[src/rtl/nand_bus_ctrl.sv]
module nand_bus_ctrl #(
  parameter int RST_CYCLES = 4
) (
  input  logic       clk,
  input  logic       rst_n,
  input  logic       reg_req,
  input  logic       reg_wr,
  input  logic [4:0] reg_addr,
  input  logic [7:0] reg_wdata,
  output logic [7:0] reg_rdata,
  output logic       reg_ready,
  output logic [3:0] fl_ce_n,
  output logic       fl_cle,
  output logic       fl_ale,
  output logic       fl_we_n,
  output logic       fl_re_n,
  output logic [7:0] fl_dq_o,
  output logic       fl_dq_oe,
  input  logic [7:0] fl_dq_i,
  input  logic       fl_rb_n
);
  localparam int RW = $clog2(RST_CYCLES + 1);
  localparam logic [4:0] A_DATA = 5'h00, A_MODE = 5'h04, A_STAT = 5'h08,
                         A_TIME = 5'h14, A_RST = 5'h18;

  typedef enum logic [1:0] {S_IDLE, S_STB, S_HOLD, S_DONE} state_t;

  state_t         st;
  logic [7:0]     mode_q, wbyte, rbyte;
  logic [3:0]     hold_q, spw_q;
  logic [4:0]     cnt;
  logic           op_wr;
  logic [1:0]     busy_s;
  logic [RW-1:0]  rst_cnt;

  wire in_rst    = rst_cnt != '0;
  wire hit_data  = reg_req && reg_addr == A_DATA;
  wire data_live = hit_data && (!reg_wr || mode_q[7]);
  wire go        = st == S_IDLE && data_live && !in_rst;
  wire cfg_wr    = st == S_IDLE && reg_req && reg_wr && !hit_data;

  assign reg_ready = st == S_DONE || (st == S_IDLE && !data_live);

  always_ff @(posedge clk or negedge rst_n) begin
    if (!rst_n) begin
      st <= S_IDLE; mode_q <= '0; hold_q <= 4'd1; spw_q <= 4'd1; cnt <= '0;
      wbyte <= '0; rbyte <= '0; op_wr <= 1'b0; busy_s <= '0; rst_cnt <= '0;
    end else begin
      busy_s <= {busy_s[0], ~fl_rb_n};
      if (cfg_wr && reg_addr == A_RST && reg_wdata[0])
        rst_cnt <= RST_CYCLES[RW-1:0];
      else if (in_rst)
        rst_cnt <= rst_cnt - RW'(1);
      if (in_rst) begin
        mode_q <= '0; hold_q <= 4'd1; spw_q <= 4'd1;
      end else if (cfg_wr && reg_addr == A_MODE) begin
        mode_q <= reg_wdata & 8'h9F;
      end else if (cfg_wr && reg_addr == A_TIME) begin
        hold_q <= (reg_wdata[7:4] == 4'd0) ? 4'd1 : reg_wdata[7:4];
        spw_q  <= (reg_wdata[3:0] == 4'd0) ? 4'd1 : reg_wdata[3:0];
      end
      case (st)
        S_IDLE: if (go) begin
          st <= S_STB; cnt <= {1'b0, spw_q}; op_wr <= reg_wr; wbyte <= reg_wdata;
        end
        S_STB: if (cnt == '0) begin
          st <= S_HOLD; cnt <= {1'b0, hold_q} + 5'd1;
          if (!op_wr) rbyte <= fl_dq_i;
        end else cnt <= cnt - 5'd1;
        S_HOLD: if (cnt == '0) st <= S_DONE; else cnt <= cnt - 5'd1;
        default: st <= S_IDLE;
      endcase
    end
  end

  for (genvar i = 0; i < 4; i++) begin : g_ce
    assign fl_ce_n[i] = !(mode_q[4] && mode_q[3:2] == 2'(i));
  end

  assign fl_cle   = mode_q[0];
  assign fl_ale   = mode_q[1];
  assign fl_we_n  = !(st == S_STB && op_wr);
  assign fl_re_n  = !(st == S_STB && !op_wr);
  assign fl_dq_oe = op_wr && (st == S_STB || st == S_HOLD);
  assign fl_dq_o  = wbyte;

  always_comb begin
    case (reg_addr)
      A_DATA:  reg_rdata = rbyte;
      A_MODE:  reg_rdata = mode_q;
      A_STAT:  reg_rdata = {busy_s[1], 7'd0};
      A_TIME:  reg_rdata = {hold_q, spw_q};
      A_RST:   reg_rdata = {7'd0, in_rst};
      default: reg_rdata = 8'd0;
    endcase
  end

  AST_ONE_STROBE: assert property (@(posedge clk) disable iff (!rst_n)
    !(!fl_we_n && !fl_re_n));
  AST_READ_UNDRIVEN: assert property (@(posedge clk) disable iff (!rst_n)
    !fl_re_n |-> !fl_dq_oe);
  AST_CE_ONEHOT: assert property (@(posedge clk) disable iff (!rst_n)
    $onehot0(~fl_ce_n));
  AST_STALL_IN_STROBE: assert property (@(posedge clk) disable iff (!rst_n)
    (!fl_we_n || !fl_re_n) |-> !reg_ready);
  AST_WE_DATA_STABLE: assert property (@(posedge clk) disable iff (!rst_n)
    (!fl_we_n && $past(!fl_we_n)) |-> ($stable(fl_dq_o) && $stable(fl_cle) && $stable(fl_ale)));
  AST_QUIET_RESET: assert property (@(posedge clk) disable iff (!rst_n)
    in_rst |-> (fl_we_n && fl_re_n));
endmodule

[config.mk]
export PLATFORM = sky130hd
export DESIGN_NAME = nand_bus_ctrl
export DESIGN_NICKNAME = d
export VERILOG_FILES = /design/src/rtl/nand_bus_ctrl.sv
export SDC_FILE = /design/constraint.sdc
export NUM_CORES = 1
export LEC_CHECK = 0
export BUFFER_PORTS_ARGS = -buffer_cell sky130_fd_sc_hd__buf_4
export CAP_MARGIN = 20
export CORE_MARGIN = 2
export CORE_UTILIZATION = 39
export DETAILED_ROUTE_END_ITERATION = 10
export GPL_ROUTABILITY_DRIVEN = 0
export PLACE_DENSITY = 0.62
export REMOVE_ABC_BUFFERS = 1
export SLEW_MARGIN = 20
export SYNTH_ARGS = -nofsm -noshare
export SYNTH_HDL_FRONTEND = slang
export SYNTH_SLANG_ARGS = --single-unit
[constraint.sdc]
create_clock -name clk -period 3.2 [get_ports clk]
set_clock_uncertainty 0.1 [all_clocks]
set_input_delay 0.16 -clock clk [delete_from_list [all_inputs] [get_ports clk]]
set_output_delay 0.16 -clock clk [all_outputs]
set_load 0.1 [all_outputs]
==> impl_summary.md <==
Outcome
The run finished with clean final reports.

Critical path
Walking the worst path, the cells encountered are inv_1 > ha_1 > nand3b_1 > or4b_4 > a21oi_2 > mux2_2. In this run the worst path has a maximum fanout of 11. On the critical path, the stage with the largest delay is an instance of or4b_4.

The worst setup path is captured at a register. The critical setup path kind is register to register. The depth of the worst register-to-register path is 6. In this design, the stage delay of the slowest critical-path cell is 0.61 ns. The worst register-to-register path ends at st[1]$_DFFE_PN0P_. The launching element of the worst setup path is st[0]$_DFFE_PN0P_. The worst setup path is launched from a register.

Data on the critical path arrives at its endpoint at 2.49 ns. For flop-to-flop paths, the worst setup slack is 0.80 ns. The launch point of the worst reg-to-reg path is st[0]$_DFFE_PN0P_.

The critical path required time is 3.29 ns.

Routing
The pre-antenna-repair detailed-routing pass consisted of 4 iterations. The via count normalized by instance count is 5.30. The detailed-route wire length is 5890 um. The routed wirelength normalized by instance count is 16.1 um. The DRC violation count after routing is 0.

The count of vias placed by the detailed router is 1935. The violation count after the first detailed-routing iteration is 108. The remaining number of nets flagged by the antenna check after routing is 0.

Synth
The post-synthesis instance area is 2290 um2. The synthesized design contains 43 register bits. Of the total synthesized cell area, the portion taken by XOR and XNOR cells is 0.0192. The portion of synthesized area spent on multiplexers is 0.0619. The average instance area after synthesis is 10.4 um2. The complex-gate fraction of the synthesized area is 0.184. By area, the combinational part of the netlist is dominated by compound AO/OA/AOI/OAI gates. The share of Yosys cell area claimed by the top area cell type is 0.449.

The count of mapped cells out of synthesis is 220. By area the synthesized netlist is led by dfrtp_1 45%, nand2_1 5.4%, a22o_1 5.4%, ha_1 4.9%, mux2_2 4.4%. The post-synthesis share of cell area spent on full adders, half adders and majority gates is 0.0493. Of the total synthesized cell area, the portion taken by AND, OR, NAND and NOR gates is 0.173.

The number of warnings reported in the yosys synthesis log is 0. The distinct cell type count after synthesis is 44. The share of flip-flops with an asynchronous set or reset is 1.00. The most used flip-flop cell after synthesis is dfrtp_1. The proportion of synthesized chip area in sequential cells is 0.472. The largest area contributor in the synthesized netlist is dfrtp_1. The synthesized design contains 0 enable-type register cells.

Final layout
In the final layout, the share of cells above drive strength 1 is 0.280. Summing all multi-input logic gate instances after layout gives 1110 um2. The fill cell total of the finished layout is 507.

The count of inserted antenna diode cells is 0. In the final layout, flip-flops and latches occupy 1080 um2. The fraction of the core area covered by cells at the end of the flow is 0.547.

The layout net count is 327. The area growth from synthesis to layout is 33.5%.

Clocking
The clock slew seen by the registers of the worst setup and hold paths is 0.09 ns. The post-cts resize count is 0. The total CTS buffers is 5. The buffer cell driving the clock tree root is clkbuf_8.

Buffers added to address setup during post-CTS repair amount to 0. No sink is reached through more buffers than the 2 on the longest clock path. The clock net in this run drives a total of 43 sinks. The TritonCTS clock tree is yes.

The number of levels in the clock H-tree is 2. The later pin in the worst-skew pair is clocked with a latency of 0.30 ns.

Run
The tool flagged a number of max-cap violations equal to 0.

STA
Adding up every negative setup slack in the final design gives 0 ns. Dividing the final minimum period by the clock period gives 0.749. The hold slack is 0.139 ns. The final hold violation count is 0. The post-layout minimum cycle time is 2.40 ns. The achievable frequency is 0.417 GHz. At the pin with the least slew margin, the transition time is 0.647 ns. The number of pins with negative max-slew slack in the final report came to 0. Setup violations remaining at the end of the flow were counted as 0. Across all setup checks in the final design, the least slack found is 0.804 ns. Setup repair after global routing left no endpoint under its margin. The worst pin sits at a relative slew slack of 0.568.

Power and ir drop
Of the total power, the share spent switching nets is 0.399. In this run the power density over the cells is 716 nW/um2. The cell-internal power is 1310 uW. The worst-case IR drop observed on VDD is 0.277 mV.

The power share of the sequential group is 0.347. The leakage power total is 0.00149 uW. For this design the total switching power over the nets is 873 uW. The share of total power dissipated in combinational logic is 0.443.

After layout, the design draws a total of 2190 uW. The clock network fraction of design power is 0.210.

Die
52 I/O pins were placed. The die covers 6490 um2. The initial utilization of the core area, before any placement, comes to 0.410. The die is 80.6 um tall.

The total area inside the core boundary comes to 5570 um2. The die is 80.6 um wide. The initialized floorplan defines 27 standard-cell rows.

GRT
The total global routing overflow is 0. The first-pass GRT wire length is 9670 um. In the global route stage, overall resource usage came out at 0.196. The via count of the first global-routing pass came to 1972. Entering global routing, the biggest net connects 44 pins. The initial antenna violation count is 0.

Hold path
The worst hold path was traced through 3 stages. For hold timing, the worst endpoint is rst_cnt[2]$_DFFE_PN0P_. The launch instance of the worst min-delay path is reg_addr[3]. The path class of the tightest hold or removal check is input port to register.

Placement
Buffers placed on the I/O ports in this run total 51. The HPWL after detailed placement is 4190 um. Before CTS, the worst setup slack after placement is 0.805 ns.
[worst max path at each step]
stage,cells after the start,end
4_1_cts,6,st[1]$_DFFE_PN0P_
2_1_floorplan,2,reg_rdata[7]
3_3_place_gp,6,st[1]$_DFFE_PN0P_
6_report,6,st[1]$_DFFE_PN0P_
3_5_place_dp,6,st[1]$_DFFE_PN0P_
5_1_grt,6,st[1]$_DFFE_PN0P_
[cells in the mapped netlist, types with 6 or more instances]
cell type  number
nand2_1        33
clkbuf_1        6
nor2_1         14
a22o_1         14
ha_1            9
dfrtp_1        41
inv_1          16
and3_1          6
mux2_2          9
[registers in the layout, indices dropped and copies added, names as in the netlist]
register  flops
busy_s        2
cnt           5
fl_dq_o       8
hold_q        4
mode_q        6
op_wr         1
rbyte         8
rst_cnt       3
spw_q         4
st            2
[what timing repair did]
item / 4_1_cts / 5_1_grt
endpoints found under the setup margin: 0 / 0
hold buffers: 18 / 1
hold endpoints to repair: 62 / 1
[area by class of cell]
| class | instances | area share |
|---|---|---|
| inverter | 16 | 0.0197 |
| clock buffer | 6 | 0.0271 |
| timing repair buffer | 72 | 0.193 |
| multi-input combinational | 154 | 0.365 |
| tap | 72 | 0.0295 |
| sequential | 43 | 0.353 |
| clock inverter | 2 | 0.0127 |
[stage by stage]
step                cell area, um2  instances
finish                        3050        365
detailed placement            2740        338
floorplan                     2250        213
global placement              2740        338
global route                  3050        365
CTS                           3040        364
[critical path, delay by kind of cell (launching register included)]
kind / cells / cell delay, ns
DFF: 1 / 0.42
muxes: 1 / 0.35
AOI/OAI and AO/OA: 1 / 0.22
adders and majority gates: 1 / 0.29
buffers and inverters: 1 / 0.12
and+or+nand+nor: 2 / 0.78
[cell families (layout without fill, tap and decap cells)]
kind of cell	Yosys count	count (layout)
AOI/OAI and AO/OA	50	50
adders and majority gates	9	9
DFF	43	43
xor gates and xnor gates	5	5
and+or+nand+nor	77	77
buffers and inverters	23	96
muxes	13	13
[cells in the final DEF, fill, tap and decap left out, drive strengths merged, types with 4 or more instances in the layout]
master / n
nor3: 4
buf: 53
clkbuf: 6
dlygate4sd3: 19
nor2: 14
xnor2: 4
nand2: 33
ha: 9
mux2i: 4
nand2b: 4
a21oi: 4
and3: 6
dfrtp: 41
inv: 17
a22oi: 4
mux2: 9
a22o: 14
a222oi: 4
[power by group through the flow]
stage	Clock (uW)	Combinational, uW	Sequential (uW)
global route	496	1070	772
finish	458	969	759
global placement	0	946	764
floorplan	0	701	786
detailed placement	0	953	768
CTS	471	974	758
[metal layers]
| layer | vias up | wire (um) | global-route usage |
|---|---|---|---|
| li1 | 938 | - | - |
| met1 | 948 | 2490 | 0.248 |
| met2 | 41 | 3070 | 0.333 |
| met3 | 8 | 244 | 0.0393 |
| met4 | 0 | 77 | 0.0678 |
| met5 | - | 0 | 0 |
No activity file was read; power rests on OpenSTA's default activity.
